File: src/rtl/lms_pkg.sv
package lms_pkg;
  localparam int unsigned STEP_W    = 4;
  localparam int unsigned NUM_RES   = 4;
  localparam int unsigned CNT_W     = STEP_W * NUM_RES;
  localparam int unsigned RES_SEL_W = $clog2(NUM_RES);
  localparam int unsigned MODE_W    = 3;

  typedef enum logic [MODE_W-1:0] {
    MODE_OFF      = 3'd0,
    MODE_ALS_ONCE = 3'd1,
    MODE_IR_ONCE  = 3'd2,
    MODE_ALS_CONT = 3'd3,
    MODE_IR_CONT  = 3'd4
  } mode_e;

  typedef struct packed {
    logic run;
    logic ir;
    logic once;
  } mode_dec_t;

  function automatic mode_dec_t decode_mode(input logic [MODE_W-1:0] code);
    mode_dec_t d;
    d = '0;
    case (code)
      MODE_ALS_ONCE: d = '{run: 1'b1, ir: 1'b0, once: 1'b1};
      MODE_IR_ONCE:  d = '{run: 1'b1, ir: 1'b1, once: 1'b1};
      MODE_ALS_CONT: d = '{run: 1'b1, ir: 1'b0, once: 1'b0};
      MODE_IR_CONT:  d = '{run: 1'b1, ir: 1'b1, once: 1'b0};
      default:       d = '0;
    endcase
    return d;
  endfunction
endpackage

File: src/rtl/lms_mode_ctrl.sv
module lms_mode_ctrl
  import lms_pkg::*;
(
  input  logic              clk_i,
  input  logic              rst_ni,
  input  logic              mode_we_i,
  input  logic [MODE_W-1:0] mode_i,
  input  logic              conv_end_i,
  output logic              run_o,
  output logic              ir_o
);
  mode_dec_t dec;
  logic run_q, ir_q, once_q;

  assign dec = decode_mode(mode_i);

  always_ff @(posedge clk_i or negedge rst_ni) begin
    if (!rst_ni) begin
      run_q  <= 1'b0;
      ir_q   <= 1'b0;
      once_q <= 1'b0;
    end else if (mode_we_i) begin
      run_q  <= dec.run;
      ir_q   <= dec.ir;
      once_q <= dec.once;
    end else if (conv_end_i && once_q) begin
      run_q  <= 1'b0;
      ir_q   <= 1'b0;
    end
  end

  assign run_o = run_q;
  assign ir_o  = ir_q;


  pd_code_chk: assert property (@(posedge clk_i) disable iff (!rst_ni)
    (mode_we_i && (mode_i == 3'd0 || mode_i > 3'd4)) |=> (!run_o && !ir_o));

  once_stop_chk: assert property (@(posedge clk_i) disable iff (!rst_ni)
    (conv_end_i && once_q && !mode_we_i) |=> !run_o);

  cont_keep_chk: assert property (@(posedge clk_i) disable iff (!rst_ni)
    (conv_end_i && !once_q && !mode_we_i) |=> run_o);
endmodule

File: src/rtl/lms_window.sv
module lms_window #(
  parameter int unsigned STEP_W    = 4,
  parameter int unsigned NUM_RES   = 4,
  localparam int unsigned CNT_W    = STEP_W * NUM_RES,
  localparam int unsigned RES_SEL_W = $clog2(NUM_RES)
) (
  input  logic                 clk_i,
  input  logic                 rst_ni,
  input  logic                 clr_i,
  input  logic                 run_i,
  input  logic [RES_SEL_W-1:0] res_sel_i,
  output logic [CNT_W-1:0]     lim_o,
  output logic                 last_o
);
  logic [CNT_W-1:0]     lim_tab [NUM_RES];
  logic [CNT_W-1:0]     cnt_q;
  logic [RES_SEL_W-1:0] res_q;

  for (genvar g = 0; g < NUM_RES; g++) begin : g_lim
    assign lim_tab[g] = {CNT_W{1'b1}} >> (STEP_W * (NUM_RES - 1 - g));
  end

  // resolution captured only at window start
  always_ff @(posedge clk_i or negedge rst_ni) begin
    if (!rst_ni)    res_q <= '0;
    else if (clr_i) res_q <= res_sel_i;
  end

  always_ff @(posedge clk_i or negedge rst_ni) begin
    if (!rst_ni)      cnt_q <= '0;
    else if (clr_i)   cnt_q <= '0;
    else if (run_i)   cnt_q <= cnt_q + 1'b1;
  end

  assign lim_o  = lim_tab[res_q];
  assign last_o = (cnt_q == lim_o);


  win_bound_chk: assert property (@(posedge clk_i) disable iff (!rst_ni)
    run_i |-> (cnt_q <= lim_o));

  res_hold_chk: assert property (@(posedge clk_i) disable iff (!rst_ni)
    !$past(clr_i) |-> $stable(lim_o));
endmodule

File: src/rtl/lms_accum.sv
module lms_accum #(
  parameter int unsigned CNT_W = 16
) (
  input  logic             clk_i,
  input  logic             rst_ni,
  input  logic             clr_i,
  input  logic             run_i,
  input  logic             pulse_i,
  input  logic [CNT_W-1:0] lim_i,
  output logic [CNT_W-1:0] nxt_o
);
  logic [CNT_W-1:0] acc_q;
  logic             inc;

  assign inc   = pulse_i && (acc_q != lim_i);
  assign nxt_o = inc ? acc_q + 1'b1 : acc_q;

  always_ff @(posedge clk_i or negedge rst_ni) begin
    if (!rst_ni)             acc_q <= '0;
    else if (clr_i)          acc_q <= '0;
    else if (run_i && inc)   acc_q <= acc_q + 1'b1;
  end


  acc_sat_chk: assert property (@(posedge clk_i) disable iff (!rst_ni)
    run_i |-> (nxt_o <= lim_i));
endmodule

File: src/rtl/lms_result.sv
module lms_result #(
  parameter int unsigned CNT_W = 16
) (
  input  logic             clk_i,
  input  logic             rst_ni,
  input  logic             conv_end_i,
  input  logic [CNT_W-1:0] val_i,
  output logic [CNT_W-1:0] data_o,
  output logic             done_o
);
  logic [CNT_W-1:0] data_q;
  logic             done_q;

  always_ff @(posedge clk_i or negedge rst_ni) begin
    if (!rst_ni) begin
      data_q <= '0;
      done_q <= 1'b0;
    end else begin
      done_q <= conv_end_i;
      if (conv_end_i) data_q <= val_i;
    end
  end

  assign data_o = data_q;
  assign done_o = done_q;


  done_pulse_chk: assert property (@(posedge clk_i) disable iff (!rst_ni)
    done_o |=> !done_o);

  data_hold_chk: assert property (@(posedge clk_i) disable iff (!rst_ni)
    !done_o |-> $stable(data_o));
endmodule

File: src/rtl/light_meas_seq.sv
module light_meas_seq
  import lms_pkg::*;
#(
  parameter int unsigned STEP_W_P  = STEP_W,
  parameter int unsigned NUM_RES_P = NUM_RES,
  localparam int unsigned CW       = STEP_W_P * NUM_RES_P,
  localparam int unsigned RSW      = $clog2(NUM_RES_P)
) (
  input  logic              clk_i,
  input  logic              rst_ni,
  input  logic              mode_we_i,
  input  logic [MODE_W-1:0] mode_i,
  input  logic [RSW-1:0]    res_sel_i,
  input  logic              pulse_i,
  output logic              busy_o,
  output logic              ir_sel_o,
  output logic [CW-1:0]     data_o,
  output logic              done_o
);
  logic          run, ir, last, conv_end, clr;
  logic [CW-1:0] lim, nxt;

  // a mode write wins over a window ending in the same cycle
  assign conv_end = run && last && !mode_we_i;
  assign clr      = mode_we_i || conv_end;

  lms_mode_ctrl u_mode (
    .clk_i      (clk_i),
    .rst_ni     (rst_ni),
    .mode_we_i  (mode_we_i),
    .mode_i     (mode_i),
    .conv_end_i (conv_end),
    .run_o      (run),
    .ir_o       (ir)
  );

  lms_window #(.STEP_W(STEP_W_P), .NUM_RES(NUM_RES_P)) u_win (
    .clk_i     (clk_i),
    .rst_ni    (rst_ni),
    .clr_i     (clr),
    .run_i     (run),
    .res_sel_i (res_sel_i),
    .lim_o     (lim),
    .last_o    (last)
  );

  lms_accum #(.CNT_W(CW)) u_acc (
    .clk_i   (clk_i),
    .rst_ni  (rst_ni),
    .clr_i   (clr),
    .run_i   (run),
    .pulse_i (pulse_i),
    .lim_i   (lim),
    .nxt_o   (nxt)
  );

  lms_result #(.CNT_W(CW)) u_res (
    .clk_i      (clk_i),
    .rst_ni     (rst_ni),
    .conv_end_i (conv_end),
    .val_i      (nxt),
    .data_o     (data_o),
    .done_o     (done_o)
  );

  assign busy_o   = run;
  assign ir_sel_o = ir;


  abort_chk: assert property (@(posedge clk_i) disable iff (!rst_ni)
    mode_we_i |=> !done_o);

  done_needs_run_chk: assert property (@(posedge clk_i) disable iff (!rst_ni)
    $rose(done_o) |-> $past(busy_o));
endmodule

File: config.mk
export PLATFORM = sky130hd
export DESIGN_NAME = light_meas_seq
export DESIGN_NICKNAME = d
export VERILOG_FILES = /design/src/rtl/lms_pkg.sv /design/src/rtl/lms_mode_ctrl.sv /design/src/rtl/lms_window.sv /design/src/rtl/lms_accum.sv /design/src/rtl/lms_result.sv /design/src/rtl/light_meas_seq.sv
export SDC_FILE = /design/constraint.sdc
export NUM_CORES = 1
export LEC_CHECK = 0
export BUFFER_PORTS_ARGS = -buffer_cell sky130_fd_sc_hd__buf_4
export CAP_MARGIN = 0
export CORE_ASPECT_RATIO = 0.9
export CORE_UTILIZATION = 63
export DETAILED_ROUTE_END_ITERATION = 12
export PLACE_DENSITY = 0.84
export SLEW_MARGIN = 20
export SYNTH_ARGS = -nofsm -noshare
export SYNTH_HDL_FRONTEND = slang
export SYNTH_SLANG_ARGS = --single-unit
File: constraint.sdc
create_clock -name clk_i -period 5.4 [get_ports clk_i]
set_input_delay 0.54 -clock clk_i [delete_from_list [all_inputs] [get_ports clk_i]]
set_output_delay 0.54 -clock clk_i [all_outputs]
set_load 0.02 [all_outputs]
==> impl_metrics.yaml, run 1 <==
run_status:
  status: "finished, final reports clean"
timing:
  final.setup.worst_slack_ps: 2680
  fin_tns_setup_ps: 0
  rsz0062_at_grt: "no"
  period_needed_ps: 2720
  hold_violations: 0
  skew_ps: 5.21
  relSlewSlack_pct: 39.9
  timing.fmax_mhz: 368
  finalCritPeriodShare_pct: 50.4
  finalSetupViolations: 0
  worstMarginPinSlew_ps: 902
  slew_viol_final: 0
floorplan:
  core_um2: 4460
  design.die.area_um2: 4930
  io_pins: 28
  start_util_pct: 65.7
  chipWidth_um: 73.9
  dieHeight_um: 66.7
  rows: 23
worst_setup_path:
  worst-r2r-setup-slack_ps: 2680
  end_kind: "flop"
  rr_worst_depth: 5
  cp_max_fo: 31
  crit_type: "reg2reg"
  path_cells: "or4_1, o2bb2ai_1, a41o_1, mux2_2, mux2_2"
  critPathSlowestCell: "a41o_1"
  crit_top_cell: "mux2_2"
  r2r_start: "u_win.res_q[1]$_DFFE_PN0P_"
  worst_ep_arrival_time_ps: 2920
  cpPeakStageDelay_ps: 670
  cp_data_required_time_ps: 5600
  r2r_end: "u_res.data_o[1]$_DFFE_PN0P_"
  start_kind: "flop"
synthesis:
  synthCells: 313
  syn_nets: 324
  synthArstFlopShare_pct: 100
  ys.warnings.count: 0
  seq_area_frac_synth_pct: 46.1
  ys_ff_latch: 54
  syn-cell-area_um2: 2930
  ys.flop_type: "dfrtp_1"
  synth.distinct_cells: 37
  postSynthAreaPerCell_um2: 9.36
  synth_edf_count: 0
layout:
  final_layout_size_suffix_gt1_share_pct: 14.2
  diodes: 0
  final_common_cell: "dfrtp_1"
  fillers: 329
  area_growth_pct: 10.8
  design_area_um2: 3250
  final_cell_mix: "dfrtp_1 (54), a21oi_1 (31), buf_4 (29)"
  nets: 341
drt:
  drt-pass1-iter-count: 4
  drt-initial-drc-count: 162
  ant_nets: 0
  drc: 0
  via_per_inst: 6.36
  wl_per_cell_um: 15.7
  via_count: 2500
  wirelength_um: 6180
global_route:
  grtUsageTotal_pct: 27.0
  grt_max_degree: 55
  grt-ovfl-total: 0
  antenna_found_initial: 0
  grt_pass1_wl_um: 10000
  grt_pass1_vias: 2153
power_and_ir_drop:
  p_switching_uw: 188
  seqPwrFrac_pct: 58.5
  swShare_pct: 25.7
  p_comb_share_pct: 9.8
  p_int_uw: 543
  p_per_area_nw_per_um2: 225
  p_clk_share_pct: 31.7
  leakage_uw: 0.00131
  ir_drop_v: 0.000142
clocking:
  htree_num_levels: 2
  cts-hold-fix-buffers: 0
  root_buffer: "clkbuf_8"
  cts_resized: 0
  clock_path_buffers: 2
  tritoncts: "done"
  cts_buffers: 5
  cts_setup_buffers: 0
  insertion_delay_ps: 310
  clock-sinks: 54
  clk_pin_slew_ps: 90
placed_design:
  io_buffer_count: 27
  pre_cts_slack_ps: 2730
  detailed_place.area_um2: 3150
  routabilityCongestion: 0.811
  post-dp-hpwl_um: 4290
flow_run:
  maxCapViolCount: 0
worst_hold_path:
  holdCritPathClass: "in2async"
[metal layers]
metal	up-vias	global-route usage, %	share of wire, %
li1	1228	-	-
met1	1212	38.0	48
met2	53	43.3	47
met3	7	3.78	4.2
met4	0	7.69	1.1
met5	-	0	0
[synth_stat cells, drive strengths merged (2+ instances only)]
library cell,number,area share (%)
xnor2,9,2.7
inv,5,0.64
buf,4,0.68
xor2,5,1.5
nor4,5,1.1
a22o,2,0.60
nor3,2,0.34
o2bb2ai,2,0.60
nand2,20,2.6
o211ai,2,0.51
and3,4,0.85
and4,4,1.2
nor2,21,2.7
nand4,6,1.3
and2,3,0.64
ha,2,0.85
or3,16,3.4
or4,21,5.4
o21ai,19,3.2
a31oi,12,2.6
nand3,16,2.7
o31ai,16,4.1
nor4b,2,0.60
dfrtp,54,46
a21oi,31,5.3
mux2,6,2.4
clkbuf,15,1.9
[worst max path at each step]
stage | from | end
after global placement | u_win.cnt_q[4]$_DFFE_PN0P_ | u_res.data_o[1]$_DFFE_PN0P_
after detailed placement | u_win.res_q[1]$_DFFE_PN0P_ | u_res.data_o[1]$_DFFE_PN0P_
final | u_win.res_q[1]$_DFFE_PN0P_ | u_res.data_o[1]$_DFFE_PN0P_
after CTS | u_win.res_q[1]$_DFFE_PN0P_ | u_res.data_o[1]$_DFFE_PN0P_
after global routing | u_win.res_q[1]$_DFFE_PN0P_ | u_res.data_o[1]$_DFFE_PN0P_
after floorplan | u_win.cnt_q[4]$_DFFE_PN0P_ | u_res.data_o[4]$_DFFE_PN0P_
[kinds of logic (layout without fill, tap and decap cells)]
| kind of cell | count (synthesis) | after routing | synth area share [%] |
|---|---|---|---|
| compound gates | 90 | 90 | 19.4 |
| mux | 6 | 6 | 2.43 |
| simple gates | 123 | 123 | 23.8 |
| fa+ha+maj | 2 | 2 | 0.854 |
| flops | 54 | 54 | 46.1 |
| buf+inv | 24 | 42 | 3.25 |
| xor+xnor | 14 | 14 | 4.19 |
[power groups by stage]
stage	sequential [µW]	clock, µW	combinational, µW
global placement	435	0	71.2
CTS	427	237	72.6
detailed placement	435	0	72.3
floorplan	433	0	45.8
global route	429	251	80.2
finish	427	232	71.9
[cell type report]
cell class / count / area (µm²) / share of cell area, %
multi-input combinational: 235 / 1490 / 45.9
tap: 62 / 77.6 / 2.39
clock inverter: 1 / 5.00 / 0.154
timing repair buffer: 29 / 218 / 6.71
sequential: 54 / 1350 / 41.6
clock buffer: 7 / 86.3 / 2.66
inverter: 5 / 18.8 / 0.578
[registers in the layout, indices dropped and copies added, names as in the netlist]
signal and cells:
u_acc.acc_q 16, u_res.data_o 16, u_win.cnt_q 16, u_win.res_q 2
u_mode.ir_o 1, u_mode.once_q 1, u_mode.run_o 1, u_res.done_o 1
[critical path: cells and delay by family, from the launching register on]
family	cells	cell delay, ps
flops	1	510
compound gates	2	850
simple gates	1	570
mux	2	680
[metrics by stage]
| step | power (µW) | hold WS [ps] | cells | util [%] |
|---|---|---|---|---|
| after floorplan | 479 | 244 | 313 | - |
| after global placement | 506 | 469 | 385 | 70.7 |
| after detailed placement | 507 | 464 | 385 | 70.7 |
| after CTS | 736 | 288 | 393 | 72.8 |
| after global routing | 760 | 316 | 393 | 72.8 |
| final | 731 | 256 | 393 | 72.8 |
Power figures use the tool's default switching activity.
==> inputs of run 2 (changes only) <==
Settings changed: CORE_UTILIZATION 63 to 53, PLACE_DENSITY 0.84 to 0.75.
Clock period 5.4 ns to 2.5 ns, I/O delays scaled along.
==> run 2 against run 1 <==
Compared with the run above:
- critical path depth did not move
- die area up 18%
- register-to-register slack lost 2600 ps
==> impl_metrics.yaml, run 2 (synthesis gave the netlist of run 1 again) <==
timing:
  timing.fmax_mhz: 416
  relSlewSlack_pct: 53.5
  finalSetupViolations: 0
  worstMarginPinSlew_ps: 697
  hold_violations: 0
  holdWs_ps: 137
  skew_ps: 11.6
  rsz0062_at_grt: "no"
  fin_tns_setup_ps: 0
  finalCritPeriodShare_pct: 96.2
  period_needed_ps: 2410
  slew_viol_final: 0
drt:
  ant_nets: 0
  wirelength_um: 6870
  top_layer: "met4"
  drt-pass1-iter-count: 4
  drc: 0
  routed-wl-met2_um: 3040
  drt-initial-drc-count: 148
  via_per_inst: 6.27
  wl_met3_um: 367
  wl_met1_um: 3390
  wl_per_cell_um: 16.8
  via_count: 2565
power_and_ir_drop:
  swShare_pct: 27.3
  p_clk_share_pct: 31.1
  p_switching_uw: 435
  ir_drop_v: 0.000352
  p_per_area_nw_per_um2: 475
  p_comb_share_pct: 11.1
  p_int_uw: 1160
  leakage_uw: 0.00137
  seqPwrFrac_pct: 57.8
placed_design:
  post-dp-hpwl_um: 4770
  post-place-cells: 400
  detailed_place.area_um2: 3260
  io_buffer_count: 27
  routabilityCongestion: 0.773
worst_setup_path:
  cpPeakStageDelay_ps: 530
  start_kind: "flop"
  cp_data_required_time_ps: 2750
  cp_max_fo: 6
  crit_top_cell: "or4_1"
  cp_num_buf_inv: 0
  cp_top_family: "simple AND/OR/NAND/NOR gates"
  critPathSlowestCell: "or4b_4"
  path_cells: "or4_1, mux2_4, or4b_4, or4_1, nand3_1"
  crit_type: "reg2reg"
  worst_ep_arrival_time_ps: 2650
  end_kind: "flop"
floorplan:
  io_pins: 28
  design.die.area_um2: 5830
  dieHeight_um: 72.5
  rows: 25
  chipWidth_um: 80.4
  start_util_pct: 55.4
  core_um2: 5290
layout:
  fin_cells: 409
  final_cell_mix: "dfrtp_1 (54), buf_4 (37), a21oi_1 (31)"
  diodes: 0
  design_area_um2: 3360
  fin_util_pct: 63.5
  area_growth_pct: 14.6
  final_layout_size_suffix_gt1_share_pct: 16.7
  nets: 352
  final_common_cell: "dfrtp_1"
clocking:
  tritoncts: "done"
  cts_resized: 0
  htree_num_levels: 2
  clock-sinks: 54
  root_buffer: "clkbuf_8"
  clock_path_buffers: 2
  insertion_delay_ps: 320
  clk_pin_slew_ps: 100
  cts_buffers: 5
  cts_setup_buffers: 0
global_route:
  grt_max_degree: 55
  grt_pass1_wl_um: 11200
  grt_pass1_vias: 2262
  antenna_found_initial: 0
  grt-ovfl-total: 0
  grtUsageTotal_pct: 25.4
flow_run:
  maxCapViolCount: 0
worst_hold_path:
  holdCritPathClass: "in2reg"
run_status:
  status: "finished, final reports clean"
-- run 2: cell count changes in the layout (fill, tap and decap cells not counted) --
cell and change:
clkbuf_8 -1, buf_12 +2, dlygate4sd3_1 +1, buf_4 +8
clkinv_4 +1
-- run 2: metal layers --
| layer | vias to the layer above | GRT usage (%) |
|---|---|---|
| met5 | - | 0 |
| met1 | 1235 | 38.6 |
| li1 | 1251 | - |
| met3 | 8 | 5.28 |
| met4 | 0 | 6.35 |
| met2 | 71 | 36.5 |
-- run 2: repair_timing --
| action | 4_1_cts | 5_1_grt |
|---|---|---|
| hold buffers | 1 | 0 |
| setup endpoints to repair | 0 | 1 |
| endpoints found under the hold margin | 6 | 0 |
-- run 2: path summary, 6_finish.rpt --
path,start,to,slack (ps),cells past startpoint
worst max-delay path,u_win.cnt_q[4]$_DFFE_PN0P_,u_res.data_o[4]$_DFFE_PN0P_,90,5
worst min-delay path,mode_i[2],u_mode.once_q$_DFFE_PN0P_,140,2
worst max register to register,u_win.cnt_q[4]$_DFFE_PN0P_,u_res.data_o[4]$_DFFE_PN0P_,90,5
worst min register to register,u_res.data_o[0]$_DFFE_PN0P_,u_res.data_o[0]$_DFFE_PN0P_,500,2
max in group asynchronous,rst_ni,u_acc.acc_q[10]$_DFFE_PN0P_,1510,2
min in group asynchronous,rst_ni,u_res.data_o[12]$_DFFE_PN0P_,510,2
-- run 2: power groups by stage --
| stage | registers [µW] | logic (µW) | clock network (µW) |
|---|---|---|---|
| 2_1_floorplan | 935 | 99.0 | 0 |
| 3_3_place_gp | 938 | 170 | 0 |
| 3_5_place_dp | 939 | 176 | 0 |
| 4_1_cts | 922 | 177 | 503 |
| 5_1_grt | 925 | 195 | 541 |
| 6_report | 922 | 177 | 495 |
-- run 2: area by class of cell --
class	count	area (µm²)
clock inverters	2	13.8
repair buffers	40	328
well taps	67	83.8
multi-input cells	235	1490
inverters	5	18.8
flip-flops and latches	54	1350
fillers	435	1930
clock buffers	6	72.6
-- run 2: per-stage QoR --
step | total power (µW) | setup slack [ps]
after global placement | 1110 | 136
after CTS | 1600 | 72.0
final | 1590 | 94.5
after detailed placement | 1110 | 97.8
after global routing | 1660 | 8.35
after floorplan | 1030 | 130
